### src/rtl/set_lru_pkg.sv
package set_lru_pkg;

    // What one lookup resolves to
    typedef enum logic [2:0] {
        ACT_IDLE,
        ACT_RD_HIT,
        ACT_WR_HIT_MARK,
        ACT_WR_HIT_FWD,
        ACT_WR_MISS_FWD,
        ACT_MISS_FILL
    } act_e;

    // Decision flags driven out of the set
    typedef struct packed {
        logic hit;
        logic mark_dirty;
        logic fwd_write;
        logic need_fill;
        logic write_back;
    } dec_t;

    function automatic act_e classify(logic vld, logic hit, logic wr, logic wt);
        if (!vld)
            return ACT_IDLE;
        if (hit) begin
            if (!wr)
                return ACT_RD_HIT;
            return wt ? ACT_WR_HIT_FWD : ACT_WR_HIT_MARK;
        end
        if (wr && wt)
            return ACT_WR_MISS_FWD;
        return ACT_MISS_FILL;
    endfunction

    function automatic dec_t decode(act_e a, logic evict_dirty);
        dec_t d;
        d = '0;
        case (a)
            ACT_RD_HIT: d.hit = 1'b1;
            ACT_WR_HIT_MARK: begin
                d.hit        = 1'b1;
                d.mark_dirty = 1'b1;
            end
            ACT_WR_HIT_FWD: begin
                d.hit       = 1'b1;
                d.fwd_write = 1'b1;
            end
            ACT_WR_MISS_FWD: d.fwd_write = 1'b1;
            ACT_MISS_FILL: begin
                d.need_fill  = 1'b1;
                d.write_back = evict_dirty;
            end
            default: d = '0;
        endcase
        return d;
    endfunction

endpackage

### src/rtl/set_lru_way.sv
module set_lru_way #(
    parameter int TAG_W = 20,
    parameter int AGE_W = 4
) (
    input  logic             clk,
    input  logic             rst,
    input  logic             req_valid,
    input  logic [TAG_W-1:0] req_tag,
    input  logic             mark_dirty,
    input  logic             fill_en,
    input  logic [TAG_W-1:0] fill_tag,
    output logic             match,
    output logic             valid,
    output logic             dirty,
    output logic [TAG_W-1:0] tag,
    output logic [AGE_W-1:0] age_next
);

    localparam logic [AGE_W-1:0] AGE_MAX = '1;

    logic [AGE_W-1:0] age_q;
    logic             tag_eq;

    assign tag_eq = (tag == req_tag);
    assign match  = req_valid && valid && tag_eq;

    // Age after this lookup: clear on match, saturating step otherwise
    always_comb begin
        age_next = age_q;
        if (req_valid && valid) begin
            if (tag_eq)
                age_next = '0;
            else if (age_q != AGE_MAX)
                age_next = age_q + 1'b1;
        end
    end

    always_ff @(posedge clk) begin
        if (rst) begin
            valid <= 1'b0;
            dirty <= 1'b0;
            tag   <= '0;
            age_q <= '0;
        end else if (fill_en) begin
            valid <= 1'b1;
            dirty <= 1'b0;
            tag   <= fill_tag;
            age_q <= '0;
        end else begin
            age_q <= age_next;
            if (mark_dirty)
                dirty <= 1'b1;
        end
    end

    // an installed line is valid, clean, fresh, with the given tag
    a_r11_fill_installs: assert property (@(posedge clk) disable iff (rst)
        fill_en |=> valid && !dirty && (age_q == '0) && (tag == $past(fill_tag)));

    // a non-matching valid way never loses age (no wrap)
    a_r3_no_wrap: assert property (@(posedge clk) disable iff (rst)
        req_valid && valid && !tag_eq && !fill_en |=> age_q >= $past(age_q));

    // without a lookup or a fill the age is held
    a_r12_age_held: assert property (@(posedge clk) disable iff (rst)
        !req_valid && !fill_en |=> $stable(age_q) && $stable(dirty));

endmodule

### src/rtl/set_lru_victim.sv
module set_lru_victim #(
    parameter int WAYS  = 4,
    parameter int AGE_W = 4,
    parameter int WAY_W = 2
) (
    input  logic [WAYS-1:0]       valid,
    input  logic [WAYS*AGE_W-1:0] ages,
    output logic [WAY_W-1:0]      victim,
    output logic                  has_free
);

    logic [WAY_W-1:0] aged_pick;
    logic [WAY_W-1:0] free_pick;
    logic [AGE_W-1:0] best_age;

    // Oldest valid way; strict compare keeps the lowest index on ties
    always_comb begin
        aged_pick = '0;
        best_age  = '0;
        for (int i = 0; i < WAYS; i++) begin
            if (valid[i] && (ages[i*AGE_W +: AGE_W] > best_age)) begin
                best_age  = ages[i*AGE_W +: AGE_W];
                aged_pick = WAY_W'(i);
            end
        end
    end

    // Highest-index invalid way
    always_comb begin
        free_pick = '0;
        has_free  = 1'b0;
        for (int i = 0; i < WAYS; i++) begin
            if (!valid[i]) begin
                free_pick = WAY_W'(i);
                has_free  = 1'b1;
            end
        end
    end

    assign victim = has_free ? free_pick : aged_pick;

endmodule

### src/rtl/set_lookup_lru.sv
module set_lookup_lru
    import set_lru_pkg::*;
#(
    parameter int WAYS      = 4,
    parameter int TAG_W     = 20,
    parameter int AGE_W     = 4,
    parameter int SET_BITS  = 6,
    parameter int BANK_BITS = 2,
    parameter int SET_IDX   = 0,
    parameter int BANK_IDX  = 0,
    localparam int WAY_W    = (WAYS > 1) ? $clog2(WAYS) : 1,
    localparam int ADDR_W   = TAG_W + SET_BITS + BANK_BITS
) (
    input  logic              clk,
    input  logic              rst,
    input  logic              wr_through,
    input  logic              req_valid,
    input  logic              req_write,
    input  logic [TAG_W-1:0]  req_tag,
    input  logic              fill_valid,
    input  logic [WAY_W-1:0]  fill_way,
    input  logic [TAG_W-1:0]  fill_tag,
    output logic              hit,
    output logic [WAY_W-1:0]  hit_way,
    output logic [WAY_W-1:0]  victim_way,
    output logic              fill_req,
    output logic              fwd_req,
    output logic [ADDR_W-1:0] line_addr,
    output logic              wb_req,
    output logic [ADDR_W-1:0] wb_addr
);

    localparam logic [SET_BITS-1:0]  SET_VAL  = SET_BITS'(SET_IDX);
    localparam logic [BANK_BITS-1:0] BANK_VAL = BANK_BITS'(BANK_IDX);

    logic [WAYS-1:0]       match_v;
    logic [WAYS-1:0]       valid_v;
    logic [WAYS-1:0]       dirty_v;
    logic [TAG_W-1:0]      tag_a [WAYS];
    logic [WAYS*AGE_W-1:0] age_next_flat;
    logic                  has_free;
    logic                  evict_dirty;
    act_e                  act;
    dec_t                  dec;

    generate
        for (genvar g = 0; g < WAYS; g++) begin : g_way
            set_lru_way #(
                .TAG_W(TAG_W),
                .AGE_W(AGE_W)
            ) u_way (
                .clk       (clk),
                .rst       (rst),
                .req_valid (req_valid),
                .req_tag   (req_tag),
                .mark_dirty(dec.mark_dirty && match_v[g]),
                .fill_en   (fill_valid && (fill_way == WAY_W'(g))),
                .fill_tag  (fill_tag),
                .match     (match_v[g]),
                .valid     (valid_v[g]),
                .dirty     (dirty_v[g]),
                .tag       (tag_a[g]),
                .age_next  (age_next_flat[g*AGE_W +: AGE_W])
            );
        end
    endgenerate

    set_lru_victim #(
        .WAYS (WAYS),
        .AGE_W(AGE_W),
        .WAY_W(WAY_W)
    ) u_victim (
        .valid   (valid_v),
        .ages    (age_next_flat),
        .victim  (victim_way),
        .has_free(has_free)
    );

    always_comb begin
        hit_way = '0;
        for (int i = 0; i < WAYS; i++)
            if (match_v[i])
                hit_way = WAY_W'(i);
    end

    assign evict_dirty = !wr_through && !has_free && dirty_v[victim_way];
    assign act         = classify(req_valid, |match_v, req_write, wr_through);
    assign dec         = decode(act, evict_dirty);

    assign hit       = dec.hit;
    assign fill_req  = dec.need_fill;
    assign fwd_req   = dec.fwd_write;
    assign wb_req    = dec.write_back;
    assign line_addr = {req_tag, SET_VAL, BANK_VAL};
    assign wb_addr   = {tag_a[victim_way], SET_VAL, BANK_VAL};

    // at most one way may match a tag
    a_r2_single_match: assert property (@(posedge clk) disable iff (rst)
        $onehot0(match_v));

    // no request, no action
    a_r12_idle_quiet: assert property (@(posedge clk) disable iff (rst)
        !req_valid |-> !(hit || fill_req || fwd_req || wb_req));

    // write-through write miss goes to memory without allocation
    a_r9_wt_write_miss: assert property (@(posedge clk) disable iff (rst)
        req_valid && wr_through && req_write && !hit |-> fwd_req && !fill_req);

    // writebacks only when the set is full and in write-back mode
    a_r8_wb_full_set: assert property (@(posedge clk) disable iff (rst)
        wb_req |-> (&valid_v) && !wr_through && !hit && fill_req);

    // a free way is always preferred
    a_r5_free_victim: assert property (@(posedge clk) disable iff (rst)
        !(&valid_v) |-> !valid_v[victim_way]);

    // a write-back write hit leaves the line dirty
    a_r6_mark_dirty: assert property (@(posedge clk) disable iff (rst)
        req_valid && !wr_through && req_write && hit && !fill_valid
        |=> dirty_v[$past(hit_way)]);

endmodule

### config.mk
export PLATFORM = sky130hd
export DESIGN_NAME = set_lookup_lru
export DESIGN_NICKNAME = d
export VERILOG_FILES = /design/src/rtl/set_lru_pkg.sv /design/src/rtl/set_lru_way.sv /design/src/rtl/set_lru_victim.sv /design/src/rtl/set_lookup_lru.sv
export SDC_FILE = /design/constraint.sdc
export NUM_CORES = 1
export LEC_CHECK = 0
export CAP_MARGIN = 5
export CORE_MARGIN = 1.5
export CORE_UTILIZATION = 48
export CTS_CLUSTER_SIZE = 10
export DETAILED_ROUTE_END_ITERATION = 16
export HOLD_SLACK_MARGIN = 0.02
export PLACE_DENSITY = 0.74
export SYNTH_ARGS = -nofsm -noshare
export SYNTH_HDL_FRONTEND = slang
export SYNTH_SLANG_ARGS = --single-unit
export TNS_END_PERCENT = 10
### constraint.sdc
create_clock -name clk -period 13.07 [get_ports clk]
set_input_delay 3.921 -clock clk [delete_from_list [all_inputs] [get_ports clk]]
set_output_delay 3.921 -clock clk [all_outputs]
set_load 0.02 [all_outputs]
==> results.md, run 1 <==
- Nets: 1007
- DR iter-0 viols: 612
- Max IR drop VDD: 0.0672 mV
- Footprint of the multi-input gates: 0.00438 mm2
- Global placement routability congestion: 0.955
- TritonCTS clock tree: done
- Max-cap violations: 0
- Core area: 0.0127 mm2
- Pin count of the biggest net entering global routing: 103
- IO Count: 112
- FF+latch count, synth: 104
- Max Root-Sink Buffers: 2
- Asr flop ratio synth: 0
- Setup ws final: -583 ps
- Crit path max fanout: 8
- Hold Buf Count CTS: 0
- Synth warn: 0
- Vias in the first global route: 6047
- Clock buffer count from CTS: 9
- Post-route insts no fill: 1120
- Req. time, crit path: 9150 ps
- Synth Cell Area: 0.00628 mm2
- Final TNS setup: -11720 ps
- Critical Path End Type: output port
- Drt via density: 5.71
- Layout area overhead: 40.4%
- Global-route wire length before repair: 32200 um
- Grt ovf: 0
- Site Rows: 41
- Critical path's slowest cell: a2111oi_4
- Placed Instances: 1081
- Routed WL: 21000 um
- Drt pass-1 iters: 6
- Startpoint Class: input pin
- Failing checks: negative setup slack
- PD cells: 88.5 mW/mm2
- Clk slew on worst S/H paths: 70 ps
- Crit-path max cell delay: 450 ps
- Period utilisation layout: 1.04
- Final ANT Viol Nets: 0
- Post-synthesis sequential area ratio: 0.332
- Skew final: 6.70 ps
- Worst Setup Path Type: in -> out
- Die height: 117 um
- Ys flop type: dfxtp_1
- DRC Markers: 0
- Sw frac: 0.300
- Cells after Synth: 804
- Mean Syn Cell Area: 7.81 um2
- Status: finished, violations left
- Int Pwr: 0.545 mW
- Antenna violations before repair: 0
- Max-slew violations: 0
- Vias: 6398
- Initial Utilization: 0.495
- Max Fclk: 73.2 MHz
- Leak: 3.40 nW
- IO Port Bufs: 95
- H-tree Lvls: 3
- Die X: 117 um
- GRT Total Usage: 0.297
- CTS sink count: 104
- RSZ-0062 raised after global routing: yes
- Die Area: 0.0138 mm2
- Layout cell share with drive strength beyond 1: 0.285
- Arr. time, crit path: 9730 ps
- Fill count: 964
- Reg area: 0.00208 mm2
- DR WL/cell: 18.8 um
- Hold WC Path Type: reg -> reg
- CP dominant cell by count: buf_4
- Clk Latency, worst-skew pair: 370 ps
- Clock root cell: clkbuf_16
- Clock share of power: 0.371
- Unique cell type count in the Yosys netlist: 46
- # setup viols final: 23
- Number of flops mapped to enable cells by yosys: 0
- Tmin final: 13650 ps
- Detail Placement HPWL: 13700 um
- Max_slew headroom: 0.227
- Flop pwr share: 0.433
- Comb pwr share: 0.196
- Final Hold Viols: 0
- Diodes inserted: 0
- Switching pwr: 0.234 mW
- Slew at the pin closest to its max-slew limit: 1160 ps
## cell usage after synthesis, drive strengths merged, types with 9 or more instances
master  instances  area share
nor2b           9      0.0090
xor2           62       0.087
nor4           24       0.029
xnor2          22       0.031
nor2           27       0.016
buf            47       0.055
inv            11      0.0066
a211oi         22       0.026
nand2         178        0.11
a21oi         118       0.094
and2           18       0.018
ha             16       0.032
nor3           17       0.014
mux2i          30       0.048
nand4          11       0.011
dfxtp         104        0.33
clkbuf         32       0.019
## cells in the final DEF, fill, tap and decap left out, types with 20 or more instances in the layout
master | synthesis | layout
nor2_1 | 27 | 23
a21oi_1 | 118 | 100
xor2_1 | 62 | 46
dfxtp_1 | 104 | 104
xnor2_1 | 22 | 20
buf_6 | 2 | 27
buf_4 | 40 | 85
clkdlybuf4s50_1 | 0 | 50
nand2_1 | 178 | 177
## stage by stage
step,util,cell area (um2),worst slack (ps),power (mW),hold slack [ps]
2_1_floorplan,-,6390,-12.8,0.417,456
3_3_place_gp,0.610,7730,-1170,0.479,466
3_5_place_dp,0.610,7730,-1280,0.479,471
4_1_cts,0.660,8370,-398,0.768,481
5_1_grt,0.695,8810,-811,0.805,509
6_report,0.695,8810,-583,0.780,482
## layer usage
| metal | global-route usage | wire, um | share of wire | vias up |
|---|---|---|---|---|
| li1 | - | - | - | 2970 |
| met1 | 0.379 | 8410 | 0.40 | 3055 |
| met2 | 0.482 | 10000 | 0.48 | 313 |
| met3 | 0.0759 | 1840 | 0.088 | 60 |
| met4 | 0.112 | 735 | 0.035 | 0 |
| met5 | 0 | 0 | 0 | - |
## cells by family after synthesis
group	count (synthesis)	share of synthesized area
AOI/OAI and AO/OA	169	0.159
xor gates and xnor gates	84	0.117
adders and majority gates	16	0.0319
buffers and inverters	90	0.0811
DFF	104	0.332
muxes	30	0.0484
other	1	0.000598
and+or+nand+nor	310	0.230
## final cells by class
class,count,share of cell area
multi-input cells,625,0.498
repair buffers,192,0.201
clock inverters,7,0.00994
inverters,11,0.00526
flip-flops and latches,104,0.236
well taps,172,0.0244
clock buffers,9,0.0256
## flip-flops by register name, summed over array words and instances (netlist names)
signal	count
g_way.u_way.age_q	16
g_way.u_way.tag	80
g_way.u_way.dirty	4
g_way.u_way.valid	4
## power by group through the flow
stage	Clock [mW]	Combinational (mW)	Sequential, mW
2_1_floorplan	0	0.0772	0.340
3_3_place_gp	0	0.136	0.343
3_5_place_dp	0	0.136	0.343
4_1_cts	0.291	0.140	0.336
5_1_grt	0.306	0.160	0.339
6_report	0.289	0.152	0.338
## worst paths after layout
kind,slack (ps),to,startpoint,depth (start not counted)
min,480,g_way[1].u_way.tag[17]$_SDFFE_PP0P_,g_way[1].u_way.tag[17]$_SDFFE_PP0P_,2
min reg2reg,480,g_way[1].u_way.tag[17]$_SDFFE_PP0P_,g_way[1].u_way.tag[17]$_SDFFE_PP0P_,2
max reg2reg,10660,g_way[2].u_way.age_q[2]$_SDFF_PP0_,g_way[2].u_way.tag[14]$_SDFFE_PP0P_,7
max,-580,wb_addr[20],req_tag[11],31
## what timing repair did
action,CTS,global route
gates cloned,1,2
setup buffers,9,11
endpoints found under the setup margin,23,23
pin swaps,32,26
resized for setup,227,87
## worst max-delay path: cells and delay by family
| kind | cells | cell delay (ps) |
|---|---|---|
| xor+xnor | 1 | 160 |
| compound gates | 9 | 1990 |
| mux | 2 | 540 |
| fa+ha+maj | 3 | 720 |
| buf+inv | 9 | 1350 |
| simple gates | 7 | 1030 |
(Power assumes the default switching activity.)
==> run 2, diff against run 1 <==
PLACE_DENSITY = 0.8   (was 0.74)
SLEW_MARGIN = 20   (was not set)
==> run 2 against run 1 <==
The flow still finishes with violations (negative setup slack). Utilization is 0.56 points higher. Sequential power hardly changed. Final area is 0.81% higher. Critical path type unchanged. Highest routed layer unchanged.
==> results.md, run 2 (same netlist as run 1, synthesis figures left out) <==
- Global-route wire length before repair: 34000 um
- Clk slew on worst S/H paths: 70 ps
- Clock root cell: clkbuf_16
- Layout cell share with drive strength beyond 1: 0.290
- Req. time, crit path: 9150 ps
- IO Count: 112
- Hold slack: 488 ps
- Failing checks: negative setup slack
- Leak: 3.40 nW
- Max Root-Sink Buffers: 2
- Worst Setup Path Type: in -> out
- IO Port Bufs: 95
- Pin count of the biggest net entering global routing: 103
- PD cells: 87.2 mW/mm2
- Grt ovf: 0
- Antenna violations before repair: 0
- Crit-path max cell delay: 400 ps
- Drt pass-1 iters: 8
- Initial Utilization: 0.495
- Setup ws final: -487 ps
- Layout area overhead: 41.5%
- Critical Path End Type: output port
- Clock buffer count from CTS: 9
- Power Total: 0.774 mW
- Final ANT Viol Nets: 0
- Die height: 117 um
- Commonest cells after routing, fill and taps aside: nand2_1, dfxtp_1, a21oi_1
- DRC Markers: 0
- Crit path max fanout: 7
- Diodes inserted: 0
- Die X: 117 um
- Top flop regs: g_way.u_way.tag (80), g_way.u_way.age_q (16)
- CP dominant cell by count: ha_1
- Skew final: 9.24 ps
- Hold wc startpoint: g_way[2].u_way.tag[16]$_SDFFE_PP0P_
- Global placement routability congestion: 0.958
- Max_slew headroom: 0.243
- Tmin final: 13560 ps
- Core area: 0.0127 mm2
- Detail Placement HPWL: 13900 um
- Vias: 6691
- Status: finished, violations left
- Period utilisation layout: 1.04
- Die Area: 0.0138 mm2
- Vias in the first global route: 6385
- CTS sink count: 104
- Max FFs per register: 80
- RR Startpoint: g_way[3].u_way.tag[1]$_SDFFE_PP0P_
- Critical path's slowest cell: a311oi_4
- H-tree Lvls: 3
- TritonCTS clock tree: done
- Slew at the pin closest to its max-slew limit: 1130 ps
- Hold WC Path Type: reg -> reg
- Drt via density: 5.95
- Routed WL: 23000 um
- Final Hold Viols: 0
- Crit path from: req_tag[2]
- Max Fclk: 73.8 MHz
- Most common cell after layout, fill and taps aside: nand2_1
- DR WL/cell: 20.4 um
- Clk Latency, worst-skew pair: 360 ps
- RSZ-0062 raised after global routing: yes
- Site Rows: 41
- DR iter-0 viols: 916
- Arr. time, crit path: 9640 ps
- Max IR drop VDD: 0.0737 mV
- # setup viols final: 23
- Max-cap violations: 0
- Startpoint Class: input pin
- Max-slew violations: 0
- Nets: 1011
- Most flop-heavy register: g_way.u_way.tag
- GRT Total Usage: 0.311
## run 2: changes by cell type in the layout (fill, tap and decap cells not counted), moves of 3 or more
cell,before,now
xor2_2,16,10
buf_4,85,90
buf_6,27,32
mux2i_4,8,3
xor2_4,0,5
mux2i_1,17,21
buf_2,14,11
clkinv_2,0,3
nor4_4,4,7
## run 2: worst max-delay path: cells and delay by family
family / cells / cell delay (ps)
AO/OA/AOI/OAI: 10 / 1770
adder cells (fa/ha/maj): 3 / 910
AND/OR/NAND/NOR: 11 / 2090
buffers and inverters: 5 / 800
XOR/XNOR: 1 / 150
## run 2: path summary, 6_finish.rpt
kind                                                            end  slack, ps  depth (start not counted)
worst max register to register   g_way[3].u_way.age_q[0]$_SDFF_PP0_      10720                          6
worst min-delay path            g_way[2].u_way.tag[16]$_SDFFE_PP0P_        490                          2
worst min register to register  g_way[2].u_way.tag[16]$_SDFFE_PP0P_        490                          2
worst max-delay path                                    wb_addr[27]       -490                         30
## run 2: cell type report
| type | instances | area, um2 |
|---|---|---|
| fillers | 923 | 3790 |
| flip-flops and latches | 104 | 2080 |
| clock inverters | 7 | 71.3 |
| clock buffers | 9 | 225 |
| repair buffers | 196 | 1810 |
| multi-input cells | 625 | 4430 |
| inverters | 11 | 46.3 |
| well taps | 172 | 215 |
## run 2: where the power goes
group	total, mW	internal (mW)	switching, mW
clock network	0.275	0.149	0.127
logic	0.160	0.0689	0.0913
registers	0.339	0.326	0.0126
total	0.774	0.544	0.230
## run 2: per-stage QoR
step           std cells  area (um2)  worst slack, ps  utilization  TNS (ps)
2_1_floorplan        819        6390            -12.8            -      -115
3_3_place_gp        1084        7710            -1330        0.609    -29220
3_5_place_dp        1084        7710            -1340        0.609    -29430
4_1_cts             1123        8540             -253        0.674     -3990
5_1_grt             1124        8880             -786        0.701    -16090
6_report            1124        8880             -487        0.701     -9310
## run 2: repair_timing
item | 4_1_cts | 5_1_grt
buffers inserted | 20 | 3
gates resized for setup | 266 | 79
hold buffers | 0 | 0
cloned | 3 | 1
endpoints found under the setup margin | 23 | 23
pin swaps | 49 | 31
## run 2: metal layers
layer / track usage / wire length [um] / vias to the layer above / part of all wire
li1: - / - / 2989 / -
met1: 0.380 / 8500 / 3144 / 0.37
met2: 0.517 / 11000 / 459 / 0.48
met3: 0.0807 / 2370 / 99 / 0.10
met4: 0.138 / 1100 / 0 / 0.048
met5: 0 / 0 / - / 0
==> run 3, diff against run 2 <==
CORE_UTILIZATION = 58   (was 48)
DONT_BUFFER_PORTS = 1   (was not set)
PLACE_DENSITY = 0.79   (was 0.8)
==> run 3 against run 2 <==
The flow still finishes with violations (negative setup slack). Maximum frequency up 0.83%. Final area is 18% lower. Power down 17%.
==> results.md, run 3 (same netlist as run 1, synthesis figures left out) <==
- Status: finished, violations left
- Failing checks: negative setup slack
- IO Port Bufs: 0
- Vias in the first global route: 5857
- WL met2: 9610 um
- Top flop regs: g_way.u_way.tag (80), g_way.u_way.age_q (16)
- Max Root-Sink Buffers: 2
- Crit-path max cell delay: 390 ps
- Tmin final: 13450 ps
- Slew at the pin closest to its max-slew limit: 1130 ps
- Skew final: 12.9 ps
- Hold slack: 487 ps
- Nets: 879
- Worst Setup Path Type: in -> out
- Detail Placement HPWL: 13100 um
- Routed WL: 19900 um
- Most flop-heavy register: g_way.u_way.tag
- DR WL/cell: 20.8 um
- Hold wc startpoint: g_way[2].u_way.tag[19]$_SDFFE_PP0P_
- Initial Utilization: 0.603
- Worst Hold Depth: 2
- Max FFs per register: 80
- PD cells: 87.7 mW/mm2
- RR Startpoint: g_way[1].u_way.tag[19]$_SDFFE_PP0P_
- Max-slew violations: 0
- Crit path max fanout: 8
- DRC Markers: 0
- GRT Total Usage: 0.341
- Commonest cells after routing, fill and taps aside: nand2_1, dfxtp_1, a21oi_1
- Arr. time, crit path: 9530 ps
- Layout cell share with drive strength beyond 1: 0.211
- Drt via density: 6.34
- Fill count: 778
- Clock root cell: clkbuf_8
- Final ANT Viol Nets: 0
- Vias: 6063
- Power Total: 0.640 mW
- H-tree Lvls: 3
- Critical path's slowest cell: a211o_2
- Drt pass-1 iters: 5
- CP dominant cell by count: buf_4
- Diodes inserted: 0
- Setup ws final: -376 ps
- Req. time, crit path: 9150 ps
- Pin count of the biggest net entering global routing: 103
- Max Fclk: 74.4 MHz
- CTS sink count: 104
- IO Count: 112
- Max_slew headroom: 0.245
- Critical Path End Type: output port
- Max IR drop VDD: 0.0762 mV
- Clock buffer count from CTS: 9
- Global placement routability congestion: 0.966
- Die Area: 0.0115 mm2
- Max Used Layer: met4
- Die height: 107 um
- Leak: 2.71 nW
- Final Hold Viols: 0
- Met1 wire length: 7210 um
- TritonCTS clock tree: done
- # setup viols final: 23
- Reg-to-reg endpoint: g_way[1].u_way.dirty$_SDFFE_PP0P_
- Hold Path End: g_way[2].u_way.tag[19]$_SDFFE_PP0P_
- Max-cap violations: 0
- Global-route wire length before repair: 30000 um
- Die X: 107 um
- Clk slew on worst S/H paths: 100 ps
- Period utilisation layout: 1.03
- Layout area overhead: 16.3%
- DR iter-0 viols: 528
- Antenna violations before repair: 0
- Clk Latency, worst-skew pair: 400 ps
- Hold WC Path Type: reg -> reg
- Met3 Routed Length: 1980 um
- Core area: 0.0104 mm2
- FF-to-FF path depth: 10
- Site Rows: 37
- Grt ovf: 0
- Most common cell after layout, fill and taps aside: nand2_1
- Startpoint Class: input pin
- Reg2reg setup slack: 10740 ps
- RSZ-0062 raised after global routing: yes
run 3: cell count changes in the layout (fill, tap and decap cells not counted), moves of 9 or more:
cell / previous run / this run
xor2_2: 10 / 1
clkdlybuf4s50_1: 50 / 0
buf_2: 11 / 0
clkbuf_16: 10 / 0
buf_4: 90 / 45
clkbuf_8: 0 / 10
xor2_1: 47 / 61
buf_6: 32 / 13
run 3: timing repair:
item,in CTS,in global routing
setup buffers,11,7
resized for setup,41,54
pin swaps,25,39
setup endpoints to repair,23,23
gates cloned,1,0
hold buffers,0,0
run 3: critical path, delay by kind of cell:
family,cells,cell delay [ps]
xor gates and xnor gates,1,140
adders and majority gates,3,850
AOI/OAI and AO/OA,11,1860
buffers and inverters,5,850
and+or+nand+nor,9,1850
run 3: final cells by class:
type | count | area (um2) | share of cell area
Multi-Input combinational cell | 625 | 4190 | 0.574
Sequential cell | 104 | 2080 | 0.285
Timing Repair Buffer | 64 | 612 | 0.0838
Tap cell | 136 | 170 | 0.0233
Clock buffer | 11 | 141 | 0.0194
Clock inverter | 5 | 56.3 | 0.00771
Inverter | 11 | 46.3 | 0.00634
run 3: per-stage QoR:
step	setup slack [ps]	utilization	cells	cell area (um2)	TNS, ps
global route	-519	0.701	956	7300	-10440
floorplan	-12.8	-	819	6390	-115
detailed placement	-544	0.622	921	6480	-10310
finish	-376	0.701	956	7300	-6920
CTS	-213	0.671	949	6990	-3940
global placement	-253	0.622	921	6480	-4270
run 3: how the worst max path moves through the flow:
stage	slack [ps]	endpoint	startpoint
floorplan	-10	wb_addr[15]	req_tag[14]
global placement	-250	wb_addr[21]	req_tag[15]
detailed placement	-540	wb_addr[21]	req_tag[9]
CTS	-210	wb_addr[11]	req_tag[13]
global route	-520	wb_addr[25]	req_tag[13]
finish	-380	wb_addr[16]	req_tag[19]
run 3: routing by layer:
layer / GRT usage / up-vias
li1: - / 2717
met1: 0.389 / 2893
met4: 0.167 / 0
met2: 0.575 / 364
met5: 0 / -
met3: 0.106 / 89
run 3: power breakdown:
| group | internal (mW) | switching, mW | total (mW) |
|---|---|---|---|
| Sequential | 0.326 | 0.0109 | 0.337 |
| Combinational | 0.0363 | 0.0575 | 0.0938 |
| Clock | 0.0936 | 0.116 | 0.210 |
| Total | 0.456 | 0.185 | 0.640 |
